===== config.mk =====
export PLATFORM = sky130hd
export DESIGN_NAME = slot_assigner
export DESIGN_NICKNAME = d
export VERILOG_FILES = /design/src/rtl/slot_assigner_pkg.sv /design/src/rtl/slot_greedy_pick.sv /design/src/rtl/slot_fill_pick.sv /design/src/rtl/slot_conflict.sv /design/src/rtl/slot_assigner.sv
export SDC_FILE = /design/constraint.sdc
export NUM_CORES = 1
export LEC_CHECK = 0
export ABC_CLOCK_PERIOD_IN_PS = 2100
export BUFFER_PORTS_ARGS = -buffer_cell sky130_fd_sc_hd__buf_2
export CORE_MARGIN = 3
export CORE_UTILIZATION = 30
export DETAILED_ROUTE_END_ITERATION = 12
export GPL_TIMING_DRIVEN = 0
export PLACE_DENSITY = 0.61
export SETUP_SLACK_MARGIN = 0.05
export SLEW_MARGIN = 20
export SYNTH_ARGS = -nofsm -noshare
export SYNTH_HDL_FRONTEND = slang
export SYNTH_SLANG_ARGS = --single-unit

===== constraint.sdc =====
create_clock -name clk -period 2.1 [get_ports clk]
set_clock_uncertainty 0.15 [all_clocks]
set_input_delay 0.525 -clock clk [delete_from_list [all_inputs] [get_ports clk]]
set_output_delay 0.525 -clock clk [all_outputs]
set_load 0.05 [all_outputs]

===== src/rtl/slot_assigner_pkg.sv =====
package slot_assigner_pkg;

    typedef enum logic [2:0] {
        ST_IDLE   = 3'd0,
        ST_GREEDY = 3'd1,
        ST_MEMFIX = 3'd2,
        ST_SUBFIX = 3'd3,
        ST_FILL   = 3'd4,
        ST_CHECK  = 3'd5,
        ST_DONE   = 3'd6
    } sa_state_e;

endpackage


===== src/rtl/slot_greedy_pick.sv =====
// Chooses the highest legal slot not above the running candidate.
module slot_greedy_pick #(
    parameter int NUM_SLOT = 4,
    localparam int SLOT_W  = (NUM_SLOT > 1) ? $clog2(NUM_SLOT) : 1
) (
    input  logic [NUM_SLOT-1:0] mask_i,
    input  logic [SLOT_W-1:0]   cand_i,
    output logic [SLOT_W-1:0]   pick_o,
    output logic [SLOT_W-1:0]   next_cand_o
);

    always_comb begin
        pick_o = '0;
        // ascending walk: the last hit is the highest legal slot
        for (int s = 0; s < NUM_SLOT; s++) begin
            if (mask_i[s] && (SLOT_W'(s) <= cand_i)) begin
                pick_o = SLOT_W'(s);
            end
        end
        next_cand_o = (pick_o != '0) ? pick_o - SLOT_W'(1) : '0;
    end

endmodule


===== src/rtl/slot_fill_pick.sv =====
// Decides whether slot 0 must borrow the lowest-indexed slot-1 entry.
module slot_fill_pick #(
    parameter int NUM_INSN = 4,
    parameter int SLOT_W   = 2,
    localparam int IDX_W   = (NUM_INSN > 1) ? $clog2(NUM_INSN) : 1
) (
    input  logic [NUM_INSN-1:0][SLOT_W-1:0] slots_i,
    input  logic [NUM_INSN-1:0]             vld_i,
    input  logic [NUM_INSN-1:0]             eol_i,
    output logic                            move_en_o,
    output logic [IDX_W-1:0]                move_idx_o
);

    logic occ0;
    logic seen1;

    always_comb begin
        occ0       = 1'b0;
        seen1      = 1'b0;
        move_idx_o = '0;
        // descending walk: the last hit on slot 1 is the lowest index
        for (int i = NUM_INSN - 1; i >= 0; i--) begin
            if (vld_i[i] && !eol_i[i] && (slots_i[i] == '0)) begin
                occ0 = 1'b1;
            end
            if (vld_i[i] && (slots_i[i] == SLOT_W'(1))) begin
                seen1      = 1'b1;
                move_idx_o = IDX_W'(i);
            end
        end
        move_en_o = !occ0 && seen1;
    end

endmodule


===== src/rtl/slot_conflict.sv =====
// Flags any pair of live (valid, non-end-of-loop) entries on one slot.
module slot_conflict #(
    parameter int NUM_INSN = 4,
    parameter int SLOT_W   = 2
) (
    input  logic [NUM_INSN-1:0][SLOT_W-1:0] slots_i,
    input  logic [NUM_INSN-1:0]             vld_i,
    input  logic [NUM_INSN-1:0]             eol_i,
    output logic                            clash_o
);

    logic [NUM_INSN-1:0] live;

    always_comb begin
        live    = vld_i & ~eol_i;
        clash_o = 1'b0;
        for (int a = 0; a < NUM_INSN; a++) begin
            for (int b = a + 1; b < NUM_INSN; b++) begin
                if (live[a] && live[b] && (slots_i[a] == slots_i[b])) begin
                    clash_o = 1'b1;
                end
            end
        end
    end

endmodule


===== src/rtl/slot_assigner.sv =====
module slot_assigner
    import slot_assigner_pkg::*;
#(
    parameter int NUM_INSN = 4,
    parameter int NUM_SLOT = 4,
    localparam int SLOT_W  = (NUM_SLOT > 1) ? $clog2(NUM_SLOT) : 1,
    localparam int IDX_W   = (NUM_INSN > 1) ? $clog2(NUM_INSN) : 1,
    localparam int CNT_W   = $clog2(NUM_INSN + 1)
) (
    input  logic                         clk,
    input  logic                         rst_n,
    input  logic                         start_i,
    input  logic [CNT_W-1:0]             count_i,
    input  logic [NUM_INSN*NUM_SLOT-1:0] legal_mask_i,
    input  logic [NUM_INSN-1:0]          mem_i,
    input  logic [NUM_INSN-1:0]          sub_i,
    input  logic [NUM_INSN-1:0]          eol_i,
    output logic                         done_o,
    output logic                         valid_o,
    output logic [NUM_INSN*SLOT_W-1:0]   slot_o
);

    sa_state_e state_q, state_d;

    logic [NUM_INSN-1:0][NUM_SLOT-1:0] legal_q;
    logic [NUM_INSN-1:0][SLOT_W-1:0]   slot_q;
    logic [NUM_INSN-1:0]               mem_q, sub_q, eol_q;
    logic [CNT_W-1:0]                  cnt_q;
    logic [SLOT_W-1:0]                 cand_q;
    logic [IDX_W-1:0]                  idx_q;
    logic                              seen_q;
    logic                              valid_q;

    logic [CNT_W-1:0]    cnt_in;
    logic [NUM_INSN-1:0] vld;
    logic [IDX_W-1:0]    last_idx;
    logic                launch;

    logic [SLOT_W-1:0] pick, next_cand;
    logic              move_en;
    logic [IDX_W-1:0]  move_idx;
    logic              clash;

    // ---------------------------------------------------------------
    // Derived control
    // ---------------------------------------------------------------
    assign cnt_in   = (count_i > CNT_W'(NUM_INSN)) ? CNT_W'(NUM_INSN) : count_i;
    assign last_idx = IDX_W'(cnt_q - CNT_W'(1));
    assign launch   = start_i && ((state_q == ST_IDLE) || (state_q == ST_DONE));

    always_comb begin
        for (int i = 0; i < NUM_INSN; i++) begin
            vld[i] = (CNT_W'(i) < cnt_q);
        end
    end

    // ---------------------------------------------------------------
    // Sub-blocks
    // ---------------------------------------------------------------
    slot_greedy_pick #(.NUM_SLOT(NUM_SLOT)) u_pick (
        .mask_i      (legal_q[idx_q]),
        .cand_i      (cand_q),
        .pick_o      (pick),
        .next_cand_o (next_cand)
    );

    slot_fill_pick #(.NUM_INSN(NUM_INSN), .SLOT_W(SLOT_W)) u_fill (
        .slots_i    (slot_q),
        .vld_i      (vld),
        .eol_i      (eol_q),
        .move_en_o  (move_en),
        .move_idx_o (move_idx)
    );

    slot_conflict #(.NUM_INSN(NUM_INSN), .SLOT_W(SLOT_W)) u_clash (
        .slots_i (slot_q),
        .vld_i   (vld),
        .eol_i   (eol_q),
        .clash_o (clash)
    );

    // ---------------------------------------------------------------
    // State register
    // ---------------------------------------------------------------
    always_ff @(posedge clk or negedge rst_n) begin
        if (!rst_n) begin
            state_q <= ST_IDLE;
        end else begin
            state_q <= state_d;
        end
    end

    // ---------------------------------------------------------------
    // Next-state logic
    // ---------------------------------------------------------------
    always_comb begin
        state_d = state_q;
        unique case (state_q)
            ST_IDLE, ST_DONE: begin
                if (start_i) begin
                    state_d = (cnt_in == '0) ? ST_FILL : ST_GREEDY;
                end
            end
            ST_GREEDY: if (idx_q == last_idx) state_d = ST_MEMFIX;
            ST_MEMFIX: if (idx_q == '0)       state_d = ST_SUBFIX;
            ST_SUBFIX: if (idx_q == '0)       state_d = ST_FILL;
            ST_FILL:   state_d = ST_CHECK;
            ST_CHECK:  state_d = ST_DONE;
            default:   state_d = ST_IDLE;
        endcase
    end

    // ---------------------------------------------------------------
    // Datapath and outputs
    // ---------------------------------------------------------------
    always_ff @(posedge clk or negedge rst_n) begin
        if (!rst_n) begin
            legal_q <= '0;
            slot_q  <= '0;
            mem_q   <= '0;
            sub_q   <= '0;
            eol_q   <= '0;
            cnt_q   <= '0;
            cand_q  <= '0;
            idx_q   <= '0;
            seen_q  <= 1'b0;
            valid_q <= 1'b0;
        end else begin
            unique case (state_q)
                ST_IDLE, ST_DONE: begin
                    if (start_i) begin
                        legal_q <= legal_mask_i;
                        mem_q   <= mem_i;
                        sub_q   <= sub_i;
                        eol_q   <= eol_i;
                        cnt_q   <= cnt_in;
                        slot_q  <= '0;
                        cand_q  <= SLOT_W'(NUM_SLOT - 1);
                        idx_q   <= '0;
                        seen_q  <= 1'b0;
                        valid_q <= 1'b0;
                    end
                end
                ST_GREEDY: begin
                    slot_q[idx_q] <= pick;
                    cand_q        <= next_cand;
                    if (idx_q == last_idx) begin
                        seen_q <= 1'b0;
                    end else begin
                        idx_q <= idx_q + IDX_W'(1);
                    end
                end
                ST_MEMFIX: begin
                    if (mem_q[idx_q] && vld[idx_q]) begin
                        slot_q[idx_q] <= seen_q ? SLOT_W'(1) : '0;
                        seen_q        <= 1'b1;
                    end
                    if (idx_q == '0) begin
                        idx_q  <= last_idx;
                        seen_q <= 1'b0;
                    end else begin
                        idx_q <= idx_q - IDX_W'(1);
                    end
                end
                ST_SUBFIX: begin
                    if (sub_q[idx_q] && vld[idx_q]) begin
                        slot_q[idx_q] <= seen_q ? SLOT_W'(1) : '0;
                        seen_q        <= 1'b1;
                    end
                    if (idx_q != '0) begin
                        idx_q <= idx_q - IDX_W'(1);
                    end
                end
                ST_FILL: begin
                    if (move_en) begin
                        slot_q[move_idx] <= '0;
                    end
                end
                ST_CHECK: begin
                    valid_q <= !clash;
                end
                default: ;
            endcase
        end
    end

    assign done_o  = (state_q == ST_DONE);
    assign valid_o = valid_q;
    assign slot_o  = slot_q;

    // ---------------------------------------------------------------
    // Checks
    // ---------------------------------------------------------------
    logic [NUM_SLOT-1:0] live_occ;
    logic [NUM_INSN-1:0] live;
    logic                any_on0, any_on1, low_ok, beyond_ok;

    always_comb begin
        live      = vld & ~eol_q;
        live_occ  = '0;
        any_on0   = 1'b0;
        any_on1   = 1'b0;
        low_ok    = 1'b1;
        beyond_ok = 1'b1;
        for (int i = 0; i < NUM_INSN; i++) begin
            if (live[i]) live_occ[slot_q[i]] = 1'b1;
            if (vld[i] && slot_q[i] == '0)         any_on0 = 1'b1;
            if (vld[i] && slot_q[i] == SLOT_W'(1)) any_on1 = 1'b1;
            if (vld[i] && (mem_q[i] || sub_q[i]) && slot_q[i] > SLOT_W'(1)) low_ok = 1'b0;
            if (!vld[i] && slot_q[i] != '0) beyond_ok = 1'b0;
        end
    end

    assert_cand_falls_R2: assert property (@(posedge clk) disable iff (!rst_n)
        (state_q == ST_GREEDY) |=> (cand_q <= $past(cand_q)));

    assert_mem_sub_low_R3: assert property (@(posedge clk) disable iff (!rst_n)
        done_o |-> low_ok);

    assert_slot0_filled_R5: assert property (@(posedge clk) disable iff (!rst_n)
        done_o |-> !(any_on1 && !any_on0));

    assert_valid_distinct_R7: assert property (@(posedge clk) disable iff (!rst_n)
        (done_o && valid_o) |-> ($countones(live_occ) == $countones(live)));

    assert_beyond_zero_R8: assert property (@(posedge clk) disable iff (!rst_n)
        done_o |-> beyond_ok);

    assert_hold_R9: assert property (@(posedge clk) disable iff (!rst_n)
        (done_o && !start_i) |=> (done_o && $stable(slot_o) && $stable(valid_o)));

endmodule


* After elaboration in Yosys (flattened, before gate mapping)
Cells that the tools add are included.
** Word-level totals
- Flip-flop bits (word level) :: 48
- Input bits :: 34
- Output and inout bits :: 10
- Word-level logic and storage cells :: 186
** Cells by class
- Add/sub/neg operators :: 4
- Magnitude comparators :: 12
- Equal/unequal tests :: 27
- Muxes and demuxes :: 63
- Bitwise gates (word level) :: 4
- Reduce and logical (&&, ||, !) cells :: 59
** Operators with widths (number)
- case mux 8 bit (5 select lines) :: 1
- logical AND 1 bit :: 32
- 2-to-1 mux 8 bit :: 4
- 2-to-1 mux 2 bit :: 14
- 2-to-1 mux 1 bit :: 24
- 2-to-1 mux 3 bit :: 6
- != test 2 bit, second input constant :: 9
- case mux 3 bit (6 select lines) :: 1
- bitwise mux 8 bit :: 2
- equality test 2 bit :: 7
- zero test 2 bit :: 5
- AND reduction 5 bit :: 2
- equality test 3 bit, second input constant :: 3
- bitwise AND 8 bit :: 1
- binary-select mux 4 bit (select 2 bit) :: 1
- demux 2 bit (select 2 bit) :: 2
- equality test 2 x 1 -> 1 bit, second input constant :: 4
- NOT 8 bit :: 1
- case mux 2 bit (4 select lines) :: 1
- AND reduction 4 bit :: 2
- nonzero test 2 bit :: 4
- binary-select mux 1 bit (select 2 bit) :: 3
- equality test 3 x 2 -> 1 bit, second input constant :: 2
- zero test 1 bit :: 6
- 22 further kinds :: 32

* Longest topological paths before layout
Gate-level depths: netlist of run 1.
- Word-level depth :: 14
- Mapped depth :: 9
- Gate-level depth less buffers :: 7

* By module
From an unflattened synthesis of run 1, not the netlist that was laid out.
** Unflattened totals
- Cell total of the unflattened synthesis :: 287
- Area total of the unflattened synthesis :: 2969.1 um2
** By module, submodules not included
- slot_assigner :: times used 1, cells an instance 224, area each 2524.9 um2, seq. area each 1201.2 um2
- slot_conflict :: times used 1, cells an instance 40, area each 290.3 um2, seq. area each 0.0 um2
- slot_fill_pick :: times used 1, cells an instance 15, area each 105.1 um2, seq. area each 0.0 um2
- slot_greedy_pick :: times used 1, cells an instance 8, area each 48.8 um2, seq. area each 0.0 um2

* Worst setup path after synthesis of run 1
Ideal clock, no wire load.
- Path kind :: reg2out
- Start :: register state_q[0]
- End :: output port done_o
- Arrival time :: 1.762 ns
- Required time :: 1.425 ns
- Slack :: -0.337 ns
- Stages on the path, launching flop included :: 4
- Buffers on the path :: 2
- Cells stage by stage :: dfrtp_1 > clkbuf_1 > clkbuf_1 > nor3_1
** Between the ends
- Word-level cells in the longest chain between the ends :: 1
** RTL lines
- start: declaration :: RTL line slot_assigner.sv:23 : sa_state_e state_q, state_d;
- start signal: assignment :: RTL line slot_assigner.sv:89 : state_q <= state_d;
- equality test 3 bit :: RTL line slot_assigner.sv:187 : assign done_o = (state_q == ST_DONE);
- end: declaration :: RTL line slot_assigner.sv:18 : output logic done_o,
Every way passes these cells.

* Worst setup path in the final report of run 1
- Start :: register slot_q, in the netlist slot_o[6]
- End :: register slot_q, in the netlist slot_o[7]
** Between the ends
- Word-level cells in the longest chain between the ends :: 14
- Elaborated cells on any way between the ends :: 29
- Those cells by class :: 2 x order compare; 2 x eq/ne; 16 x mux; 2 x bitwise; 7 x reduce/logical
** RTL lines
- start: declaration :: RTL line slot_assigner.sv:26 : logic [NUM_INSN-1:0][SLOT_W-1:0] slot_q;
- start signal: indexed assignment :: RTL line slot_assigner.sv:145 : slot_q[idx_q] <= pick;
- start signal: indexed assignment :: RTL line slot_assigner.sv:155 : slot_q[idx_q] <= seen_q ? SLOT_W'(1) : '0;
- start signal: indexed assignment :: RTL line slot_assigner.sv:167 : slot_q[idx_q] <= seen_q ? SLOT_W'(1) : '0;
- equality test 2 x 1 -> 1 bit :: RTL line slot_fill_pick.sv:26 : if (vld_i[i] && (slots_i[i] == SLOT_W'(1))) begin
- logical AND 1 bit :: RTL line slot_fill_pick.sv:26
- 2-to-1 mux 2 bit (4 in series) :: RTL line slot_fill_pick.sv:26
- < comparator 2 x 3 -> 1 bit (implied by the code) or >= comparator 2 x 1 -> 1 bit (tied branches) :: RTL line slot_assigner.sv:176 : slot_q[move_idx] <= '0;
- logical AND 1 bit (implied by the code) :: RTL line slot_assigner.sv:176
- 2-to-1 mux 2 bit (implied by the code) :: RTL line slot_assigner.sv:176
- demux 2 bit (select 2 bit) :: RTL line slot_assigner.sv:176
- NOT 8 bit (no line)
- bitwise AND 8 bit (no line)
- 2-to-1 mux 8 bit :: RTL line slot_assigner.sv:175 : if (move_en) begin
- case mux 8 bit (5 select lines) :: RTL line slot_assigner.sv:129 : unique case (state_q)
Several ways; a longest one is shown, not always the timed one. The select of a mux whose other input is x is not followed.
A chain may end at the register's enable or synchronous reset.

==> results_dict.tcl, run 1 <==
set metrics [dict create \
    status "finished, violations left" \
    violations "setup timing" \
    grt_usage 0.144 \
    syn_nets 312 \
    routed_wl_mm 7.54 \
    setup_viol_count_final 8 \
    synth_edf_count 0 \
    cts_num_sinks 44 \
    cts_buffers 5 \
    hold_violations 0 \
    synth_warnings 0 \
    cpMostUsedCell "buf_4" \
    routedWlPerCell_um 17.0 \
    cp.required_ns 2.15 \
    end_kind "flop" \
    core-area_mm2 0.00885 \
    period_needed_ns 2.27 \
    hp-class "input port to asynchronous set/reset pin" \
    hpwl_mm 5.07 \
    syn_inst 274 \
    fin_util 0.409 \
    cp-start-kind "flop" \
    start_util 0.313 \
    cp_max_fo 6 \
    cp_data_arrival_time_ns 2.32 \
    dr.first_iter.drc_count 150 \
    relSlewSlack 0.583 \
    met2_usage 0.244 \
    drc 0 \
    max-clock-path-buffers 2 \
    cap_violations 0 \
    p_leak_nw 1.53 \
    nets 373 \
    place.gp.congestion 0.903 \
    grt_max_degree 45 \
    dp.cells 421 \
    final_cells 444 \
    path_cells "clkbuf_8 -> nor2b_1 -> buf_4 -> buf_4 -> buf_4 -> buf_4 -> nand3_1 -> o31ai_1 -> o2111ai_4 -> a22o_1" \
    power_density_mw_per_mm2 1740 \
    grt_pass1_wl_mm 11.8 \
    grt_use_met1 0.186 \
    tightest_slew_ns 0.621 \
    insertion_delay_ns 0.30 \
    htree_levels 2 \
    rsz0062_at_grt "true" \
    syn_area_per_cell_um2 10.1 \
    layout_commonest_cell "buf_2" \
    synth.distinct_cells 55 \
    numPortBuffers 39 \
    synth_seq_area_share 0.398 \
    ys_seq_elements 44 \
    avgViaCountPerCell 5.50 \
    syn_to_final_growth_pct 30.9 \
    drt_first_pass_iters 4 \
    slowest_delay_ns 0.40 \
    num_io_pins 44 \
    rows 34 \
    finalSetupTns_ns -0.749 \
    worst_slack_ns -0.174 \
    critical_path_class "flop to flop" \
    slew_viol_final 0 \
    ant_nets 0 \
    root_buffer "clkbuf_8" \
    die-width_um 102 \
    grt_pass1_vias 2422 \
    grtUsageMet3 0.0280 \
    fmax_mhz 440 \
    drive_gt1_frac 0.449 \
    final_cell_mix "38 x buf_2, 33 x dfrtp_1, 23 x buf_4" \
    async_reset_ff_frac 1.00 \
    clk_pin_slew_worst_paths_ns 0.09 \
    syn_area_mm2 0.00277 \
    synth-main-ff-cell "dfrtp_1" \
    overflow 0 \
    fin_crit_sh 1.08 \
    antenna_found_initial 0 \
    die_h_um 102 \
    busiest_layer "met2" \
    antenna_cells 0 \
    die_area_mm2 0.0104 \
    cp_slowest_cell "o31ai_1" \
    cts_tree "yes" \
    vias 2442 \
    vdd_drop_max_mv 0.594 \
]
-- final cells by class --
class                           instances  area [µm²]
Fill cell                             863        5230
Sequential cell                        44        1110
Inverter                                9        36.3
Clock buffer                            5        68.8
Tap cell                              108         135
Timing Repair Buffer                   58         367
Clock inverter                          3        42.5
Multi-Input combinational cell        199        1710
Buffer                                 18         150
-- worst max-delay path, delay by kind of cell (launching register included) --
| kind | cells | cell delay [ns] |
|---|---|---|
| AO/OA/AOI/OAI | 3 | 0.84 |
| buffers and inverters | 5 | 0.56 |
| flip-flops | 1 | 0.37 |
| AND/OR/NAND/NOR | 2 | 0.25 |
-- synth_stat cells (all sizes together), types with 5 or more instances --
library cell  number  area share
nor3               7       0.014
o21ai             17       0.031
xnor2             10       0.032
nor2              25       0.034
nor2b              5       0.011
dfrtp             44        0.40
mux4               6       0.052
a22o               7       0.022
xor2               5       0.016
buf               11       0.022
nand3              6       0.011
mux2              28        0.11
nand2             14       0.019
clkbuf            11       0.015
a21oi             14       0.025
nand2b             5       0.011
inv                9       0.012
-- cell families (layout without fill, tap and decap cells) --
family	Yosys count	after routing	synth area share
buffers and inverters	31	93	0.0493
adder cells (fa/ha/maj)	5	5	0.0222
multiplexers	35	35	0.169
XOR/XNOR	15	15	0.0475
AO/OA/AOI/OAI	69	69	0.177
AND/OR/NAND/NOR	75	75	0.136
flip-flops	44	44	0.398
-- per-stage QoR --
| stage | instance area (µm²) | power (W) | hold slack [ns] | worst slack (ns) |
|---|---|---|---|---|
| 2_1_floorplan | 2810 | 0.00397 | 0.0794 | -0.0456 |
| 3_3_place_gp | 3140 | 0.00462 | 0.328 | -0.249 |
| 3_5_place_dp | 3140 | 0.00469 | 0.324 | -0.270 |
| 4_1_cts | 3470 | 0.00583 | 0.256 | -0.140 |
| 5_1_grt | 3620 | 0.00668 | 0.0944 | -0.247 |
| 6_report | 3620 | 0.00628 | 0.0561 | -0.174 |
-- power by group --
group / switching, W / internal (W)
Clock: 0.000315 / 0.000352
Combinational: 0.00211 / 0.00189
Sequential: 0.000361 / 0.00126
Total: 0.00279 / 0.00350
-- state kept, by name, summed over array words and instances (netlist names), 2 cells and up --
signal	count
idx_q	2
mem_q	4
sub_q	4
cand_q	2
eol_q	4
slot_o	8
legal_q	12
cnt_q	3
state_q	3
-- path summary, 6_finish.rpt --
check / startpoint / end / slack, ns / depth (start not counted)
hold reg to reg: mem_q[1]$_DFFE_PN0P_ / mem_q[1]$_DFFE_PN0P_ / 0.34 / 1
hold / removal: rst_n / legal_q[13]$_DFFE_PN0P_ / 0.06 / 1
setup reg to reg: slot_o[6]$_DFFE_PN0P_ / slot_o[7]$_DFFE_PN0P_ / -0.17 / 10
min in group clk: legal_mask_i[9] / legal_q[9]$_DFFE_PN0P_ / 0.28 / 2
max in group asynchronous: rst_n / slot_o[1]$_DFFE_PN0P_ / 1.34 / 1
setup / recovery: slot_o[6]$_DFFE_PN0P_ / slot_o[7]$_DFFE_PN0P_ / -0.17 / 10
-- metal layers --
metal / up-vias / wire length (µm) / part of all wire
li1: 1119 / - / -
met1: 1230 / 3110 / 0.41
met2: 80 / 3810 / 0.50
met3: 13 / 485 / 0.064
met4: 0 / 138 / 0.018
met5: - / 0 / 0
-- timing repair --
action,in CTS,in global routing
endpoints found under the setup margin,40,38
resized for setup,25,35
setup buffers,16,4
pin swaps,7,12
hold buffers,0,0
No activity file was read; power rests on OpenSTA's default activity.
==> inputs of run 2 (changes only) <==
ABC_CLOCK_PERIOD_IN_PS = 2700   (was 2100)
PLACE_DENSITY = 0.6   (was 0.61)
clock period = 2.7 ns   (was 2.1 ns; I/O delays follow)
==> results_dict.tcl, run 2 (synthesis results as in run 1) <==
set metrics [dict create \
    status "complete, no violations" \
    finalSetupTns_ns 0 \
    fin_crit_sh 0.916 \
    numPortBuffers 39 \
    worst_slack_ns 0.226 \
    avgViaCountPerCell 5.33 \
    grt_pass1_vias 2285 \
    hpwl_mm 5.06 \
    ant_nets 0 \
    grt_usage 0.136 \
    fill_cells 907 \
    cp.required_ns 1.88 \
    r2r-end "slot_o[5]$_DFFE_PN0P_" \
    hp-class "input port to asynchronous set/reset pin" \
    die_h_um 102 \
    drt_first_pass_iters 4 \
    r2r_slack_ns 0.28 \
    overflow 0 \
    comb_power_share 0.584 \
    cts_tree "yes" \
    regMostFlops "legal_q" \
    drive_gt1_frac 0.262 \
    insertion_delay_ns 0.31 \
    routedWlPerCell_um 15.9 \
    root_buffer "clkbuf_8" \
    cts_hold_buf 0 \
    max-clock-path-buffers 2 \
    cp_max_fo 10 \
    p_seq_frac 0.288 \
    critical_path_class "flop to output port" \
    grt_pass1_wl_mm 11.1 \
    tightest_slew_ns 0.728 \
    nets 358 \
    p_int_w 0.00227 \
    cts_num_sinks 44 \
    htree_levels 2 \
    core-area_mm2 0.00885 \
    cp_data_arrival_time_ns 1.65 \
    period_needed_ns 2.47 \
    end_kind "output port" \
    cap_violations 0 \
    cts_setup_buffers 0 \
    reg2reg_depth 7 \
    antenna_found_initial 0 \
    largest_register_ffs 12 \
    clk_pin_slew_worst_paths_ns 0.10 \
    p_leak_nw 1.40 \
    start_util 0.313 \
    ctsResizeCount 0 \
    vdd_drop_max_mv 0.575 \
    rows 34 \
    antenna_cells 0 \
    rsz0062_at_grt "false" \
    die-width_um 102 \
    fin_util 0.363 \
    slew_viol_final 0 \
    syn_to_final_growth_pct 16.2 \
    layout_commonest_cell "buf_2" \
    power_frac_clock 0.128 \
    place.gp.congestion 0.917 \
    fmax_mhz 404 \
    pre_cts_ws_ns 0.356 \
    switchingPower_w 0.00187 \
    cp-start-kind "flop" \
    routed_wl_mm 6.83 \
    relSlewSlack 0.510 \
    die_area_mm2 0.0104 \
    dr.first_iter.drc_count 149 \
    setup_viol_count_final 0 \
    final_cell_mix "45 x buf_2, 44 x dfrtp_1, 25 x nor2_1" \
    hold_violations 0 \
    cts_buffers 5 \
    r2r_start "state_q[0]$_DFFE_PN0P_" \
    drc 0 \
    num_io_pins 44 \
    grt_max_degree 45 \
    switching_share 0.452 \
    vias 2287 \
    power_density_mw_per_mm2 1290 \
]
==> run 2: cell types whose count changed in the layout (fill, tap and decap cells not counted), sizes merged <==
cell | previous run | this run
buf | 68 | 50
clkbuf | 13 | 16
clkinv | 1 | 2
clkinvlp | 1 | 0
==> run 2: per-stage QoR <==
step / instance area [µm²] / instances / power [W] / hold slack [ns]
2_1_floorplan: 2770 / 274 / 0.00304 / 0.229
3_3_place_gp: 3100 / 421 / 0.00354 / 0.330
3_5_place_dp: 3100 / 421 / 0.00360 / 0.337
4_1_cts: 3210 / 429 / 0.00414 / 0.359
5_1_grt: 3210 / 429 / 0.00446 / 0.248
6_report: 3210 / 429 / 0.00414 / 0.199
==> run 2: metal layers <==
metal	wire length [µm]	track usage
met2	3380	0.229
met3	296	0.0266
met4	102	0.0394
met1	3050	0.179
met5	0	0
==> run 2: worst max-delay path by stage <==
stage	start	to	slack, ns	cells past startpoint
2_1_floorplan	state_q[0]$_DFFE_PN0P_	done_o	0.11	3
3_3_place_gp	start_i	cnt_q[2]$_DFFE_PN0P_	0.37	5
3_5_place_dp	idx_q[1]$_DFFE_PN0P_	slot_o[2]$_DFFE_PN0P_	0.36	5
4_1_cts	state_q[0]$_DFFE_PN0P_	done_o	0.20	4
5_1_grt	state_q[0]$_DFFE_PN0P_	slot_o[5]$_DFFE_PN0P_	0.06	7
6_report	state_q[0]$_DFFE_PN0P_	done_o	0.23	4
==> run 2: final cells by class <==
type | instances | area [µm²] | share of cell area
tap | 108 | 135 | 0.0420
clock buffer | 5 | 68.8 | 0.0214
timing repair buffer | 39 | 198 | 0.0615
multi-input combinational | 199 | 1530 | 0.475
buffer | 22 | 103 | 0.0319
inverter | 9 | 33.8 | 0.0105
clock inverter | 3 | 47.5 | 0.0148
sequential | 44 | 1100 | 0.343
==> run 2: power by group through the flow <==
stage / clock network, W / logic, W / registers, W
3_5_place_dp: 0 / 0.00240 / 0.00120
2_1_floorplan: 0 / 0.00177 / 0.00127
3_3_place_gp: 0 / 0.00235 / 0.00119
5_1_grt: 0.000569 / 0.00265 / 0.00124
6_report: 0.000530 / 0.00242 / 0.00119
4_1_cts: 0.000542 / 0.00240 / 0.00119
==> run 2: worst max-delay path: stages, from the launching register on <==
cell and delay (ns):
dfrtp_1 0.33, clkbuf_1 0.29, clkbuf_1 0.39, nor3_1 0.10
buf_2 0.23
==> inputs of run 3 (changes only) <==
REMOVE_ABC_BUFFERS = 1   (was unset)
==> results_dict.tcl, run 3 (synthesis results as in run 1) <==
set metrics [dict create \
    status "complete, no violations" \
    root_buffer "clkbuf_8" \
    place.gp.congestion 0.874 \
    cap_violations 0 \
    period_needed_ns 2.58 \
    switching_share 0.449 \
    rsz0062_at_grt "true" \
    multiInputGateArea_mm2 0.00154 \
    cp.required_ns 1.88 \
    stdcell_area_mm2 0.00314 \
    p_int_w 0.00222 \
    critical_path_class "flop to output port" \
    num_io_pins 44 \
    end_kind "output port" \
    dpl_cell_area_mm2 0.00302 \
    p_leak_nw 1.34 \
    cp_slowest_cell "dfrtp_1" \
    hp-class "input port to asynchronous set/reset pin" \
    max-clock-path-buffers 2 \
    clk_pin_slew_worst_paths_ns 0.09 \
    power_density_mw_per_mm2 1280 \
    antenna_found_initial 0 \
    grt_usage 0.131 \
    insertion_delay_ns 0.31 \
    ctsResizeCount 0 \
    die_area_mm2 0.0104 \
    cts_tree "yes" \
    vias 2206 \
    reg2reg_depth 6 \
    drive_gt1_frac 0.267 \
    tightest_slew_ns 0.659 \
    fin_util 0.355 \
    grt_pass1_vias 2165 \
    slowest_delay_ns 0.77 \
    nets 337 \
    p_seq_frac 0.357 \
    drc 0 \
    fmax_mhz 388 \
    vdd_drop_max_mv 0.504 \
    cp_data_arrival_time_ns 1.75 \
    core-area_mm2 0.00885 \
    cts_setup_buffers 0 \
    comb_power_share 0.512 \
    hpwl_mm 4.73 \
    cp_max_fo 22 \
    path_cells "inv_2 -> nor3_1 -> buf_2" \
    routed_wl_mm 6.43 \
    cts_num_sinks 44 \
    dp.cells 400 \
    slew_viol_final 0 \
    htree_levels 2 \
    fill_cells 902 \
    routedWlPerCell_um 15.8 \
    r2r_slack_ns 0.30 \
    start_util 0.313 \
    setup_viol_count_final 0 \
    final_cells 408 \
    power_frac_clock 0.131 \
    cts_hold_buf 0 \
    regArea_mm2 0.00110 \
    numPortBuffers 39 \
    cts_buffers 5 \
    antenna_cells 0 \
    syn_to_final_growth_pct 13.6 \
    ant_nets 0 \
    switchingPower_w 0.00181 \
    fin_crit_sh 0.955 \
    grt_pass1_wl_mm 10.9 \
    r2r-end "slot_o[5]$_DFFE_PN0P_" \
    hold_violations 0 \
    drt_first_pass_iters 4 \
    avgViaCountPerCell 5.41 \
    cp-start-kind "flop" \
    dr.first_iter.drc_count 87 \
    die_h_um 102 \
    final_cell_mix "41 x dfrtp_1, 38 x buf_2, 24 x nor2_1" \
    largest_register_ffs 12 \
    die-width_um 102 \
    relSlewSlack 0.561 \
    rows 34 \
    grt_max_degree 45 \
    overflow 0 \
    layout_commonest_cell "dfrtp_1" \
    r2r_start "state_q[0]$_DFFE_PN0P_" \
    regMostFlops "legal_q" \
]
## run 3: changes by cell type in the layout (fill, tap and decap cells not counted), moves of 2 or more
cell / previous run / this run
buf_1: 2 / 0
buf_2: 45 / 38
clkbuf_1: 11 / 0
clkinv_4: 2 / 0
dfrtp_1: 44 / 41
dfrtp_2: 0 / 3
## run 3: layer usage
layer	wire length (µm)	GRT usage
met1	2930	0.175
met2	3220	0.220
met3	254	0.0321
met4	33	0.0192
met5	0	0
## run 3: worst max-delay path, delay by kind of cell (launching register included)
kind | cells | cell delay (ns)
AND/OR/NAND/NOR | 1 | 0.20
flip-flops | 1 | 0.77
buffers and inverters | 2 | 0.49
## run 3: power by group through the flow
| stage | clock network (W) | registers (W) | logic, W |
|---|---|---|---|
| floorplan | 0 | 0.00144 | 0.00151 |
| global placement | 0 | 0.00144 | 0.00197 |
| detailed placement | 0 | 0.00145 | 0.00206 |
| CTS | 0.000545 | 0.00144 | 0.00207 |
| global route | 0.000571 | 0.00151 | 0.00229 |
| finish | 0.000526 | 0.00144 | 0.00206 |
## run 3: worst max path at each step
stage                                 startpoint               endpoint  cells after the start
after floorplan           state_q[2]$_DFFE_PN0P_   cnt_q[2]$_DFFE_PN0P_                      4
after global placement    state_q[2]$_DFFE_PN0P_   cnt_q[2]$_DFFE_PN0P_                      4
after detailed placement    idx_q[1]$_DFFE_PN0P_  slot_o[2]$_DFFE_PN0P_                      5
after CTS                 state_q[2]$_DFFE_PN0P_                 done_o                      3
after global routing      state_q[1]$_DFFE_PN0P_                 done_o                      3
final                     state_q[1]$_DFFE_PN0P_                 done_o                      3
## run 3: area by class of cell
class	instances	area share
multi-input combinational	199	0.489
sequential	44	0.352
timing repair buffer	40	0.0693
tap	108	0.0430
clock buffer	5	0.0219
clock inverter	3	0.0147
inverter	9	0.0108
## run 3: stage by stage
step | setup slack, ns | power [W] | setup TNS (ns) | hold WS (ns)
after global placement | -0.881 | 0.00341 | -24.15 | 0.329
after CTS | 0.0688 | 0.00405 | 0 | 0.350
after global routing | 0.0361 | 0.00437 | 0 | 0.247
after detailed placement | 0.142 | 0.00351 | 0 | 0.328
final | 0.121 | 0.00403 | 0 | 0.202
after floorplan | -0.127 | 0.00294 | -2.79 | 0.229
